## src/rtl/bcc_pkg.sv

```systemverilog
package bcc_pkg;
  parameter int unsigned ADDR_W = 32;
  parameter int unsigned DATA_W = 32;
  localparam int unsigned BE_W    = DATA_W / 8;
  localparam int unsigned HALF_BE = BE_W / 2;
  localparam int unsigned HALF_W  = DATA_W / 2;

  typedef struct packed {
    logic [ADDR_W-1:0] addr;
    logic [BE_W-1:0]   be;
    logic              write;
    logic              mem;
    logic              dcyc;
    logic              lock;
    logic [DATA_W-1:0] wdata;
  } bcc_req_t;

  typedef enum logic [2:0] {
    S_IDLE = 3'd0,
    S_T1   = 3'd1,
    S_T2   = 3'd2,
    S_T2P  = 3'd3,
    S_HOLD = 3'd4
  } bcc_state_t;

  // Both lane halves carry at least one enabled byte.
  function automatic logic bcc_both(input logic [BE_W-1:0] be);
    return (|be[HALF_BE-1:0]) && (|be[BE_W-1:HALF_BE]);
  endfunction

  // Upper half of the write data copied onto the lower lanes for a second half cycle.
  function automatic logic [DATA_W-1:0] bcc_wdata(input logic [DATA_W-1:0] w,
                                                  input logic upper);
    return upper ? {w[DATA_W-1:HALF_W], w[DATA_W-1:HALF_W]} : w;
  endfunction
endpackage

```

## src/rtl/bcc_lane_map.sv

```systemverilog
module bcc_lane_map
  import bcc_pkg::*;
(
  input  logic [ADDR_W-1:0] addr_i,
  input  logic [BE_W-1:0]   be_i,
  input  logic              upper_i,
  output logic [ADDR_W-1:0] addr_o,
  output logic [BE_W-1:0]   be_n_o
);
  localparam int unsigned STEP = HALF_BE;

  always_comb begin
    if (upper_i) begin
      addr_o = addr_i + ADDR_W'(STEP);
      be_n_o = {{HALF_BE{1'b1}}, ~be_i[BE_W-1:HALF_BE]};
    end else begin
      addr_o = addr_i;
      be_n_o = ~be_i;
    end
  end
endmodule

```

## src/rtl/bcc_rd_assemble.sv

```systemverilog
module bcc_rd_assemble
  import bcc_pkg::*;
(
  input  logic              clk,
  input  logic              rst,
  input  logic              cap_lo_i,
  input  logic              fin_i,
  input  logic              fin_split_i,
  input  logic [DATA_W-1:0] rdata_i,
  output logic              done_o,
  output logic [DATA_W-1:0] rdata_o
);
  logic [HALF_W-1:0] lo_q;

  always_ff @(posedge clk) begin
    if (rst) begin
      lo_q    <= '0;
      done_o  <= 1'b0;
      rdata_o <= '0;
    end else begin
      done_o <= fin_i;
      if (cap_lo_i) lo_q <= rdata_i[HALF_W-1:0];
      if (fin_i) rdata_o <= fin_split_i ? {rdata_i[HALF_W-1:0], lo_q} : rdata_i;
    end
  end
endmodule

```

## src/rtl/bcc_seq.sv

```systemverilog
module bcc_seq
  import bcc_pkg::*;
(
  input  logic              clk,
  input  logic              rst,
  input  logic              req_valid,
  output logic              req_ready,
  input  bcc_req_t          req_in,
  input  logic              ready_n_i,
  input  logic              bs16_n_i,
  input  logic              na_n_i,
  input  logic              hold_i,
  output logic              ads_n_o,
  output logic [ADDR_W-1:0] addr_o,
  output logic [BE_W-1:0]   be_n_o,
  output logic              wr_o,
  output logic              mem_o,
  output logic              dc_o,
  output logic              lock_n_o,
  output logic [DATA_W-1:0] wdata_o,
  output logic              hlda_o,
  output logic              bus_oe_o,
  output logic              cap_lo_o,
  output logic              fin_o,
  output logic              fin_split_o
);
  bcc_state_t state, state_n;
  bcc_req_t   cur, nxt, pres_req;
  logic       cur_half, lock_act, lock_act_n;
  logic       lock_cont, cur_final, idle_ok, na_ok, take_idle, take_na;
  logic       rdy_edge, split_now, fin, pres_load;
  logic [ADDR_W-1:0] map_addr;
  logic [BE_W-1:0]   map_be_n;

  assign lock_cont = lock_act && req_valid && req_in.lock;
  assign cur_final = cur_half || !bcc_both(cur.be);
  assign idle_ok   = (state == S_IDLE) && (!hold_i || lock_cont);
  assign na_ok     = (state == S_T2) && !na_n_i && ready_n_i && cur_final && !hold_i;
  assign req_ready = idle_ok || na_ok;
  assign take_idle = idle_ok && req_valid;
  assign take_na   = na_ok && req_valid;
  assign rdy_edge  = ((state == S_T2) || (state == S_T2P)) && !ready_n_i;
  assign split_now = rdy_edge && (state == S_T2) && !cur_half &&
                     bcc_both(cur.be) && !bs16_n_i;
  assign fin       = rdy_edge && !split_now;
  assign pres_load = take_idle || take_na || split_now;
  assign pres_req  = split_now ? cur : req_in;

  assign cap_lo_o    = split_now;
  assign fin_o       = fin;
  assign fin_split_o = fin && cur_half;
  assign lock_n_o    = ~lock_act;

  bcc_lane_map u_map (
    .addr_i (pres_req.addr),
    .be_i   (pres_req.be),
    .upper_i(split_now),
    .addr_o (map_addr),
    .be_n_o (map_be_n)
  );

  always_comb begin
    state_n    = state;
    lock_act_n = lock_act;
    case (state)
      S_IDLE: begin
        lock_act_n = take_idle && req_in.lock;
        if (take_idle)   state_n = S_T1;
        else if (hold_i) state_n = S_HOLD;
      end
      S_T1: state_n = S_T2;
      S_T2: begin
        if (split_now)  state_n = S_T1;
        else if (fin)   state_n = S_IDLE;
        else if (take_na) begin
          state_n    = S_T2P;
          lock_act_n = cur.lock || req_in.lock;
        end
      end
      S_T2P: begin
        if (rdy_edge) begin
          state_n    = S_T2;
          lock_act_n = nxt.lock;
        end
      end
      S_HOLD: if (!hold_i) state_n = S_IDLE;
      default: state_n = S_IDLE;
    endcase
  end

  always_ff @(posedge clk) begin
    if (rst) begin
      state    <= S_IDLE;
      cur      <= '0;
      nxt      <= '0;
      cur_half <= 1'b0;
      lock_act <= 1'b0;
      ads_n_o  <= 1'b1;
      addr_o   <= '0;
      be_n_o   <= '1;
      wr_o     <= 1'b0;
      mem_o    <= 1'b0;
      dc_o     <= 1'b0;
      wdata_o  <= '0;
      hlda_o   <= 1'b0;
      bus_oe_o <= 1'b1;
    end else begin
      state    <= state_n;
      lock_act <= lock_act_n;
      hlda_o   <= (state_n == S_HOLD);
      bus_oe_o <= (state_n != S_HOLD);
      ads_n_o  <= !pres_load;
      if (pres_load) begin
        addr_o <= map_addr;
        be_n_o <= map_be_n;
        wr_o   <= pres_req.write;
        mem_o  <= pres_req.mem;
        dc_o   <= pres_req.dcyc;
      end
      if (take_idle) begin
        cur      <= req_in;
        cur_half <= 1'b0;
        wdata_o  <= bcc_wdata(req_in.wdata, 1'b0);
      end
      if (split_now) begin
        cur_half <= 1'b1;
        wdata_o  <= bcc_wdata(cur.wdata, 1'b1);
      end
      if (take_na) nxt <= req_in;
      if ((state == S_T2P) && rdy_edge) begin
        cur      <= nxt;
        cur_half <= 1'b0;
        wdata_o  <= bcc_wdata(nxt.wdata, 1'b0);
      end
    end
  end

  // the strobe lasts a single clock
  a_r2_ads_single: assert property (@(posedge clk) disable iff (rst)
    !ads_n_o |=> ads_n_o);

  // wait states leave the cycle definition untouched
  a_r3_wait_stable: assert property (@(posedge clk) disable iff (rst)
    ((state == S_T2) && ready_n_i && na_n_i) |=>
      ($stable(addr_o) && $stable(be_n_o) && $stable(wr_o) && ads_n_o));

  // second half strobed at the advanced address
  a_r4_split_addr: assert property (@(posedge clk) disable iff (rst)
    split_now |=> (!ads_n_o && (addr_o == $past(addr_o) + ADDR_W'(HALF_BE))));

  // granted bus is quiet
  a_r7_hold_quiet: assert property (@(posedge clk) disable iff (rst)
    hlda_o |-> (!bus_oe_o && ads_n_o));

  // no grant while locked
  a_r8_lock_no_grant: assert property (@(posedge clk) disable iff (rst)
    !lock_n_o |-> !hlda_o);
endmodule

```

## src/rtl/bus_cycle_ctrl.sv

```systemverilog
module bus_cycle_ctrl
  import bcc_pkg::*;
(
  input  logic              clk,
  input  logic              rst,
  input  logic              req_valid,
  output logic              req_ready,
  input  logic [ADDR_W-1:0] req_addr,
  input  logic [BE_W-1:0]   req_be,
  input  logic              req_write,
  input  logic              req_mem,
  input  logic              req_data,
  input  logic              req_lock,
  input  logic [DATA_W-1:0] req_wdata,
  output logic              done_o,
  output logic [DATA_W-1:0] rdata_o,
  output logic              ads_n_o,
  output logic [ADDR_W-1:0] addr_o,
  output logic [BE_W-1:0]   be_n_o,
  output logic              wr_o,
  output logic              mem_o,
  output logic              dc_o,
  output logic              lock_n_o,
  output logic [DATA_W-1:0] wdata_o,
  input  logic [DATA_W-1:0] rdata_i,
  input  logic              ready_n_i,
  input  logic              bs16_n_i,
  input  logic              na_n_i,
  input  logic              hold_i,
  output logic              hlda_o,
  output logic              bus_oe_o
);
  bcc_req_t req_in;
  logic     cap_lo, fin, fin_split;

  assign req_in = '{addr: req_addr, be: req_be, write: req_write, mem: req_mem,
                    dcyc: req_data, lock: req_lock, wdata: req_wdata};

  bcc_seq u_seq (
    .clk        (clk),
    .rst        (rst),
    .req_valid  (req_valid),
    .req_ready  (req_ready),
    .req_in     (req_in),
    .ready_n_i  (ready_n_i),
    .bs16_n_i   (bs16_n_i),
    .na_n_i     (na_n_i),
    .hold_i     (hold_i),
    .ads_n_o    (ads_n_o),
    .addr_o     (addr_o),
    .be_n_o     (be_n_o),
    .wr_o       (wr_o),
    .mem_o      (mem_o),
    .dc_o       (dc_o),
    .lock_n_o   (lock_n_o),
    .wdata_o    (wdata_o),
    .hlda_o     (hlda_o),
    .bus_oe_o   (bus_oe_o),
    .cap_lo_o   (cap_lo),
    .fin_o      (fin),
    .fin_split_o(fin_split)
  );

  bcc_rd_assemble u_rd (
    .clk        (clk),
    .rst        (rst),
    .cap_lo_i   (cap_lo),
    .fin_i      (fin),
    .fin_split_i(fin_split),
    .rdata_i    (rdata_i),
    .done_o     (done_o),
    .rdata_o    (rdata_o)
  );
endmodule

```

## config.mk

```make
export PLATFORM = sky130hd
export DESIGN_NAME = bus_cycle_ctrl
export DESIGN_NICKNAME = d
export VERILOG_FILES = /design/src/rtl/bcc_pkg.sv /design/src/rtl/bcc_lane_map.sv /design/src/rtl/bcc_rd_assemble.sv /design/src/rtl/bcc_seq.sv /design/src/rtl/bus_cycle_ctrl.sv
export SDC_FILE = /design/constraint.sdc
export NUM_CORES = 1
export LEC_CHECK = 0
export ABC_AREA = 1
export BUFFER_PORTS_ARGS = -buffer_cell sky130_fd_sc_hd__buf_2
export CAP_MARGIN = 20
export CORE_MARGIN = 2
export CORE_UTILIZATION = 30
export DETAILED_ROUTE_END_ITERATION = 10
export PLACE_DENSITY = 0.49
export SYNTH_ARGS = -nofsm -noshare
export SYNTH_HDL_FRONTEND = slang
export SYNTH_SLANG_ARGS = --single-unit
```

## constraint.sdc

```tcl
create_clock -name clk -period 5.12 [get_ports clk]
set_input_delay 1.28 -clock clk [delete_from_list [all_inputs] [get_ports clk]]
set_output_delay 1.28 -clock clk [all_outputs]
set_load 0.005 [all_outputs]
```

* After elaboration in Yosys (flattened, before gate mapping) *
Cells that the tools add are included.

word-level totals
  flip-flop bits (word level) = 272
  logic and storage cells = 110
  input bits = 111
  output and inout port bits = 109

operators by class
  eq/ne operators = 10
  multiplexer cells = 24
  bitwise operators = 3
  add/subtract/negate cells = 1
  reduce and logical (&&, ||, !) cells = 43

operator list
  operator                                               number
  two-way mux 72 bit                                     3
  two-way mux 32 bit                                     5
  adder 32 x 2 -> 32 bit, second input constant          1
  two-way mux 3 bit                                      7
  logical AND 1 bit                                      19
  one-hot mux 3 bit (5 select lines)                     1
  logical NOT 1 bit                                      8
  logical OR 1 bit                                       7
  equality test 3 x 2 -> 1 bit, second input constant    2
  equality test 3 bit, second input constant             2
  two-way mux 1 bit                                      6
  nonzero test 3 bit                                     2
  OR reduction 2 bit                                     3
  AND reduction 5 bit                                    1
  two-way mux 4 bit                                      1
  inequality test 2 x 1 -> 1 bit, second input constant  2
  inequality test 2 bit, second input constant           2
  NOT 4 bit                                              1
  nonzero test 2 bit                                     2
  equality test 3 x 1 -> 1 bit, second input constant    1
  logical NOT 3 bit                                      1
  inequality test 3 bit, second input constant           1
  one-hot mux 1 bit (3 select lines)                     1
  NOT 2 bit                                              1
  NOT 1 bit                                              1

* Logic depth before layout (Yosys ltp) *
Gate-level depths: netlist of run 1.

  word-level depth = 13
  gate-level depth with buffers = 19
  mapped depth without buffers = 18

* By module *
A second synthesis of run 1 with hierarchy kept.

unflattened totals
  cells, all modules = 1993
  area total of the unflattened synthesis = 12877.4 um2

modules (own cells, without submodules)
  module           cells each  instances  area each (um2)  sequential area each (um2)
  bcc_seq          1481        1          9658.0           4144.0
  bcc_rd_assemble  346         1          2255.9           980.9
  bcc_lane_map     166         1          963.4            0.0

* Least setup slack after synthesis of run 1 *
No wires, ideal clock.

  path kind = input-to-reg
  start = in bs16_n_i
  end = reg u_seq.addr_o[25]
  data required time = 5.007 ns
  cell stages on the path = 16
  path buffers = 1
  setup time = 0.113 ns
  path slack = 1.994 ns
  arrival = 3.013 ns
  cell sequence = inv_1 > nand4_4 > nor2_8 > buf_6 > nand2_1 > nand2_1 > ha_1 > nand3_1 > nor2_2 > nand4_4 > nor2_4 > nand2_1 > nand2_1 > nand2_1 > o21ai_1 > inv_1

between the ends
  longest elaborated chain between the ends = 5

RTL lines
  what                    line                  source
  from (decl)             bus_cycle_ctrl.sv:27  input logic bs16_n_i,
  logical NOT 1 bit *     bcc_seq.sv:44         bcc_both(cur.be) && !bs16_n_i;
  logical AND 1 bit *     bcc_seq.sv:44
  two-way mux 72 bit      bcc_seq.sv:47         assign pres_req = split_now ? cur : req_in;
  adder 32 x 2 -> 32 bit  bcc_lane_map.sv:14    addr_o = addr_i + ADDR_W'(STEP);
  two-way mux 32 bit      bcc_lane_map.sv:13    if (upper_i) begin
  to (signal assigned)    bcc_seq.sv:114        addr_o <= map_addr;
  to (decl)               bcc_seq.sv:14         output logic [ADDR_W-1:0] addr_o,

Every way passes the cells marked *; elsewhere a longest branch is shown, timed or not.
A chain may end at the register's enable or synchronous reset.

* Worst setup path after layout of run 1 *
  start = reg u_seq.cur_half
  end = out req_ready

between the ends
  longest elaborated chain between the ends = 4

RTL lines
  what                            line                 source
  from (decl)                     bcc_seq.sv:29        logic cur_half, lock_act, lock_act_n;
  from (signal assigned)          bcc_seq.sv:96        cur_half <= 1'b0;
  from (signal assigned)          bcc_seq.sv:122       cur_half <= 1'b0;
  from (signal assigned)          bcc_seq.sv:126       cur_half <= 1'b1;
  logical OR 1 bit                bcc_seq.sv:36        assign cur_final = cur_half || !bcc_both(cur.be);
  logical AND 1 bit (2 in a row)  bcc_seq.sv:38        assign na_ok = (state == S_T2) && !na_n_i && ready_n_i && cur_final && !hold_i;
  logical OR 1 bit                bcc_seq.sv:39        assign req_ready = idle_ok || na_ok;
  to (decl)                       bus_cycle_ctrl.sv:7  output logic req_ready,

Every way passes these cells.

==> results of run 1 <==
[synth_stat cells, types with 9 or more instances]
cell,instances,area [um^2]
a311oi_1,32,280.3
dfxtp_1,256,5125
a21oi_1,32,160.2
inv_1,84,315.3
a31oi_1,80,500.5
inv_2,12,45.04
nor2_1,223,837.1
nand2_2,13,81.33
nor2_2,19,118.9
buf_2,14,70.07
o21ai_0,224,1121
clkbuf_1,81,304.0
o221a_2,15,168.9
nor3_1,11,55.05
nand3_1,35,175.2
nand2_1,369,1385
nand4_1,9,56.30
[layer usage]
metal  global-route usage (%)  wire length (um)
met3                    4.759              2574
met4                    5.185               967
met1                    26.92             18280
met2                    30.04             17090
met5                        0                76
[how the worst max path moves through the flow]
stage,start,end,slack [ns],cells after the start
after floorplan,bs16_n_i,u_seq.addr_o[25],1.99,16
after global placement,ready_n_i,u_seq.addr_o[25],1.26,16
after detailed placement,ready_n_i,u_seq.addr_o[25],1.15,16
after CTS,u_seq.cur_half,req_ready,1.51,6
after global routing,u_seq.cur_half,u_seq.addr_o[23],1.14,17
final,u_seq.cur_half,req_ready,1.56,6
[power by group through the flow]
stage	clock network, mW	logic (mW)	registers [mW]
after floorplan	0	0.251	2.18
after global placement	0	0.452	2.19
after detailed placement	0	0.456	2.19
after CTS	2.28	0.458	2.15
after global routing	2.37	0.512	2.16
final	2.23	0.452	2.15
[cell families after synthesis]
group           share of synthesized area [%]
simple gates                            25.98
compound gates                          21.35
flops                                   44.61
buf+inv                                 7.494
xor+xnor                               0.4576
fa+ha+maj                              0.1089
[metrics by stage]
stage               total power, mW  hold slack (ns)  area, um^2  util [%]
detailed placement            2.646           0.4452       12870     34.17
global route                  5.035           0.4704       13890     36.88
global placement              2.643           0.4398       12870     34.17
finish                        4.826           0.4511       13890     36.89
CTS                           4.888           0.4544       13890     36.88
floorplan                     2.429           0.4300       11490         -
[worst min-delay path, delay by kind of cell (launching register included)]
| family | cells | cell delay, ns |
|---|---|---|
| buffers and inverters | 1 | 0.06 |
| DFF | 1 | 0.30 |
| AOI/OAI and AO/OA | 1 | 0.05 |
[registers in the layout, summed over array words and instances, names as in the netlist]
register        count
u_rd.done_o         1
u_seq.dc_o          1
u_seq.cur_half      1
u_seq.cur          56
u_seq.be_n_o        4
u_seq.hlda_o        1
u_rd.rdata_o       32
u_seq.wr_o          1
u_seq.ads_n_o       1
u_seq.state         3
u_seq.wdata_o      32
u_seq.lock_act      1
u_rd.lo_q          16
u_seq.mem_o         1
u_seq.addr_o       32
u_seq.nxt          72
u_seq.bus_oe_o      1
[cell type report]
cell class,count,area [um^2]
Fill cell,4120,23770
Multi-Input combinational cell,1122,5512
Sequential cell,256,5125
Timing Repair Buffer,233,1214
Clock buffer,47,895.9
Tap cell,511,639.4
Inverter,100,382.9
Clock inverter,8,121.4
Antenna cell,2,5.005
==> impl_metrics.json, run 1 <==
{
  "num_vias": 11210,
  "place_ws_ns": 1.149,
  "cp_slowest_cell": "buf_4",
  "min_period_over_period_pct": 69.61,
  "ctsHoldBuffers": 0,
  "reg2reg_to": "u_seq.addr_o[23]",
  "clk_pin_slew_ns": 0.06,
  "required_ns": 3.84,
  "final_cell_mix": "369 x nand2_1, 256 x dfxtp_1, 224 x o21ai_0, 223 x nor2_1, 219 x buf_2",
  "cts_setup_buffers": 0,
  "p_int_mw": 3.605,
  "setup-tns-final_ns": 0,
  "synth.distinct_cells": 46,
  "grt_pass1_wl_um": 60840,
  "dpl.hpwl_um": 25540,
  "pwr-share-comb_pct": 9.4,
  "place_congestion": 0.8302,
  "fp.dieW_um": 199.7,
  "p_sw_mw": 1.221,
  "clkPwrFrac_pct": 46.1,
  "whs_path_depth": 2,
  "initial_core_util_pct": 30.50,
  "ys_async_sr_fraction_pct": 0,
  "port_buffers": 219,
  "antenna_found_initial": 8,
  "switching_share_pct": 25.30,
  "grt_pass1_vias": 10620,
  "io_pins": 220,
  "r2r_start": "u_seq.cur_half",
  "die_h_um": 199.7,
  "cts_tree": "yes",
  "drc": 0,
  "syn_area_um2": 11490,
  "finalMaxSlewViolations": 0,
  "power_density_nw_per_um2": 347.4,
  "overflow": 0,
  "hold_end": "u_seq.nxt[5]",
  "grtUsageTotal_pct": 19.44,
  "synth.avg_cell_area_um2": 7.234,
  "clock_latency_ns": 0.57,
  "status": "complete, no violations",
  "path_delay_family": "buffers and inverters",
  "dp_cells": 2222,
  "clock-sinks": 256,
  "arrival_ns": 2.28,
  "wl_per_cell_um": 17.11,
  "cts_resized": 0,
  "syn_inst": 1588,
  "num_rows": 71,
  "max_freq_mhz": 280.6,
  "root_buffer": "clkbuf_16",
  "critPathMaxFanout": 34,
  "instances_no_fill": 2279,
  "r2r_slack_ns": 1.60,
  "core-area_um2": 37670,
  "crit_chain": "buf_4, inv_4, nand3_4, nand3_1, nand2_1, buf_2",
  "yosysSeqAreaShare_pct": 44.61,
  "rsz0062_at_grt": "false",
  "skew_ns": 0.01449,
  "htree_levels": 1,
  "drive_above_1_share_pct": 20.61,
  "drt-pass1-iter-count": 5,
  "setup_slack_ns": 1.556,
  "crit_type": "reg2out",
  "synth-seq-cells": 256,
  "period_needed_ns": 3.564,
  "grt_max_degree": 144,
  "final_nets": 1855,
  "syn_nets": 1700,
  "ys_warn_count": 0,
  "reg2reg_depth": 17,
  "drt-vias-per-instance": 4.918,
  "wl_um": 38990,
  "cts_buffer_depth": 3,
  "synth_enable_flop_cells": 0,
  "tightest_slew_ns": 1.066,
  "relSlewSlack_pct": 28.93,
  "ir_drop_uv": 233.9,
  "cp-start-kind": "flip-flop",
  "cp-end-kind": "output port",
  "p_leak_nw": 6.131,
  "drt_iter0_drc": 675,
  "hp-start": "u_seq.nxt[5]",
  "die-area_um2": 39870,
  "numCtsBuffers": 30,
  "layout_commonest_cell": "nand2_1",
  "hold_path_class": "reg2reg",
  "maxCapViolCount": 0,
  "pwr-share-seq_pct": 44.5,
  "crit_path_max_incr_delay_ns": 0.37,
  "synthFlopType": "dfxtp_1",
  "syn2layout_area_growth_pct": 20.96,
  "hold_viol": 0,
  "postRouteAntennaNets": 0,
  "setup_viol": 0,
  "critPathBufInv": 3
}
(Power assumes the default switching activity.)
==> run 2, diff against run 1 <==
- clock period: 5.12 -> 3.4 ns (I/O delays scaled with it)
==> run 2 against run 1 <==
Compared with the run above:
- global-route usage grew 0.16 points
- sequential share of layout area is 0.81 points lower
- register-to-register slack worse by 0.90 ns
- final cell count rose by 0.61%
- largest cell class unchanged
- combinational power increased by 55%
- worst setup slack worse by 0.92 ns
- via count up 0.14%
- power rose by 61%
- hold slack about the same
==> impl_metrics.json, run 2 (synthesis gave the netlist of run 1 again) <==
{
  "cp-end-kind": "output port",
  "cts_tree": "yes",
  "grt_pass1_wl_um": 61110,
  "grt_max_degree": 109,
  "num_rows": 71,
  "syn2layout_area_growth_pct": 23.67,
  "num_vias": 11220,
  "cts_resized": 0,
  "ir_drop_uv": 329.2,
  "layout_commonest_cell": "nand2_1",
  "critPathMaxFanout": 33,
  "status": "complete, no violations",
  "p_leak_nw": 6.285,
  "reg2reg_to": "u_seq.addr_o[25]",
  "hp-start": "u_seq.nxt[6]",
  "place_congestion": 0.8432,
  "core-area_um2": 37670,
  "top_regs": "u_seq.nxt x72, u_seq.cur x56",
  "p_sw_mw": 1.884,
  "arrival_ns": 1.91,
  "pwr-share-seq_pct": 41.6,
  "htree_levels": 1,
  "setup-tns-final_ns": 0,
  "clock_latency_ns": 0.57,
  "p_int_mw": 5.894,
  "drt-pass1-iter-count": 5,
  "critPathBufInv": 2,
  "rsz0062_at_grt": "false",
  "drt_iter0_drc": 536,
  "cts_buffer_depth": 3,
  "switching_share_pct": 24.23,
  "die-area_um2": 39870,
  "finalMaxSlewViolations": 0,
  "final_cell_mix": "369 x nand2_1, 256 x dfxtp_1, 224 x o21ai_0, 223 x nor2_1, 219 x buf_2",
  "hold_path_class": "reg2reg",
  "tightest_slew_ns": 0.7767,
  "whs_path_depth": 2,
  "fin_total_pwr_mw": 7.778,
  "final_nets": 1866,
  "clock-sinks": 256,
  "required_ns": 2.55,
  "io_pins": 220,
  "maxCapViolCount": 0,
  "power_density_nw_per_um2": 547.5,
  "crit_chain": "inv_4, nand3_4, nand3_1, nand2_1, buf_2",
  "wl_per_cell_um": 17.19,
  "skew_ns": 0.01425,
  "relSlewSlack_pct": 48.22,
  "root_buffer": "clkbuf_16",
  "pwr-share-comb_pct": 9.0,
  "dpl.hpwl_um": 26550,
  "period_needed_ns": 2.759,
  "grt_pass1_vias": 10630,
  "crit_path_max_incr_delay_ns": 0.33,
  "clkPwrFrac_pct": 49.4,
  "min_period_over_period_pct": 81.15,
  "wl_um": 39410,
  "port_buffers": 219,
  "setup_viol": 0,
  "max_freq_mhz": 362.4,
  "grtUsageTotal_pct": 19.60,
  "cp_slowest_cell": "dfxtp_1",
  "overflow": 0,
  "drt-vias-per-instance": 4.895,
  "drc": 0,
  "antenna_found_initial": 8,
  "path_delay_family": "simple AND/OR/NAND/NOR gates",
  "cts_setup_buffers": 0,
  "die_h_um": 199.7,
  "postRouteAntennaNets": 0,
  "fp.dieW_um": 199.7,
  "cp-start-kind": "flip-flop",
  "reg2reg_depth": 15,
  "r2r_slack_ns": 0.70,
  "r2r_start": "u_seq.cur_half",
  "crit_type": "reg2out",
  "largest_register_ffs": 72,
  "numCtsBuffers": 31,
  "ctsHoldBuffers": 0,
  "hold_end": "u_seq.nxt[6]",
  "clk_pin_slew_ns": 0.06,
  "top_register": "u_seq.nxt",
  "hold_viol": 0,
  "drive_above_1_share_pct": 21.48,
  "initial_core_util_pct": 30.50
}
[run 2: cell type report]
type | instances | area, um^2
fillers | 4038 | 23460
flip-flops and latches | 256 | 5125
diodes | 4 | 10.01
inverters | 100 | 382.9
repair buffers | 243 | 1351
well taps | 511 | 639.4
clock inverters | 16 | 312.8
clock buffers | 41 | 873.3
multi-input cells | 1122 | 5512
[run 2: worst max path at each step]
stage	cells after the start	endpoint	slack (ns)	startpoint
after floorplan	16	u_seq.addr_o[25]	0.70	bs16_n_i
after global placement	16	u_seq.addr_o[31]	0.37	ready_n_i
after detailed placement	16	u_seq.addr_o[25]	0.30	ready_n_i
after CTS	5	req_ready	0.56	u_seq.cur_half
after global routing	15	u_seq.addr_o[17]	0.37	u_seq.cur_half
final	5	req_ready	0.64	u_seq.cur_half
[run 2: power by group through the flow]
stage	registers [mW]	logic, mW	clock network, mW
2_1_floorplan	3.28	0.378	0
3_3_place_gp	3.30	0.701	0
3_5_place_dp	3.30	0.706	0
4_1_cts	3.23	0.708	3.95
5_1_grt	3.25	0.786	4.06
6_report	3.23	0.701	3.84
[run 2: per-stage QoR]
step / cells / setup WS [ns] / hold slack (ns) / util [%] / instance area (um^2)
after floorplan: 1588 / 0.7042 / 0.4300 / - / 11490
after global placement: 2232 / 0.3724 / 0.4389 / 34.54 / 13010
after detailed placement: 2232 / 0.2992 / 0.4436 / 34.54 / 13010
after CTS: 2289 / 0.5604 / 0.4533 / 37.69 / 14200
after global routing: 2291 / 0.3702 / 0.4687 / 37.70 / 14200
final: 2293 / 0.6408 / 0.4516 / 37.72 / 14210
[run 2: worst min-delay path, delay by kind of cell (launching register included)]
family	cells	cell delay [ns]
AO/OA/AOI/OAI	1	0.05
flip-flops	1	0.30
buffers and inverters	1	0.06
[run 2: metal layers]
| metal | vias to the layer above | GRT usage (%) | wire [um] |
|---|---|---|---|
| met3 | 64 | 4.203 | 2511 |
| met4 | 10 | 6.337 | 902 |
| li1 | 5651 | - | - |
| met5 | - | 0 | 70 |
| met2 | 296 | 31.12 | 17680 |
| met1 | 5203 | 26.40 | 18250 |
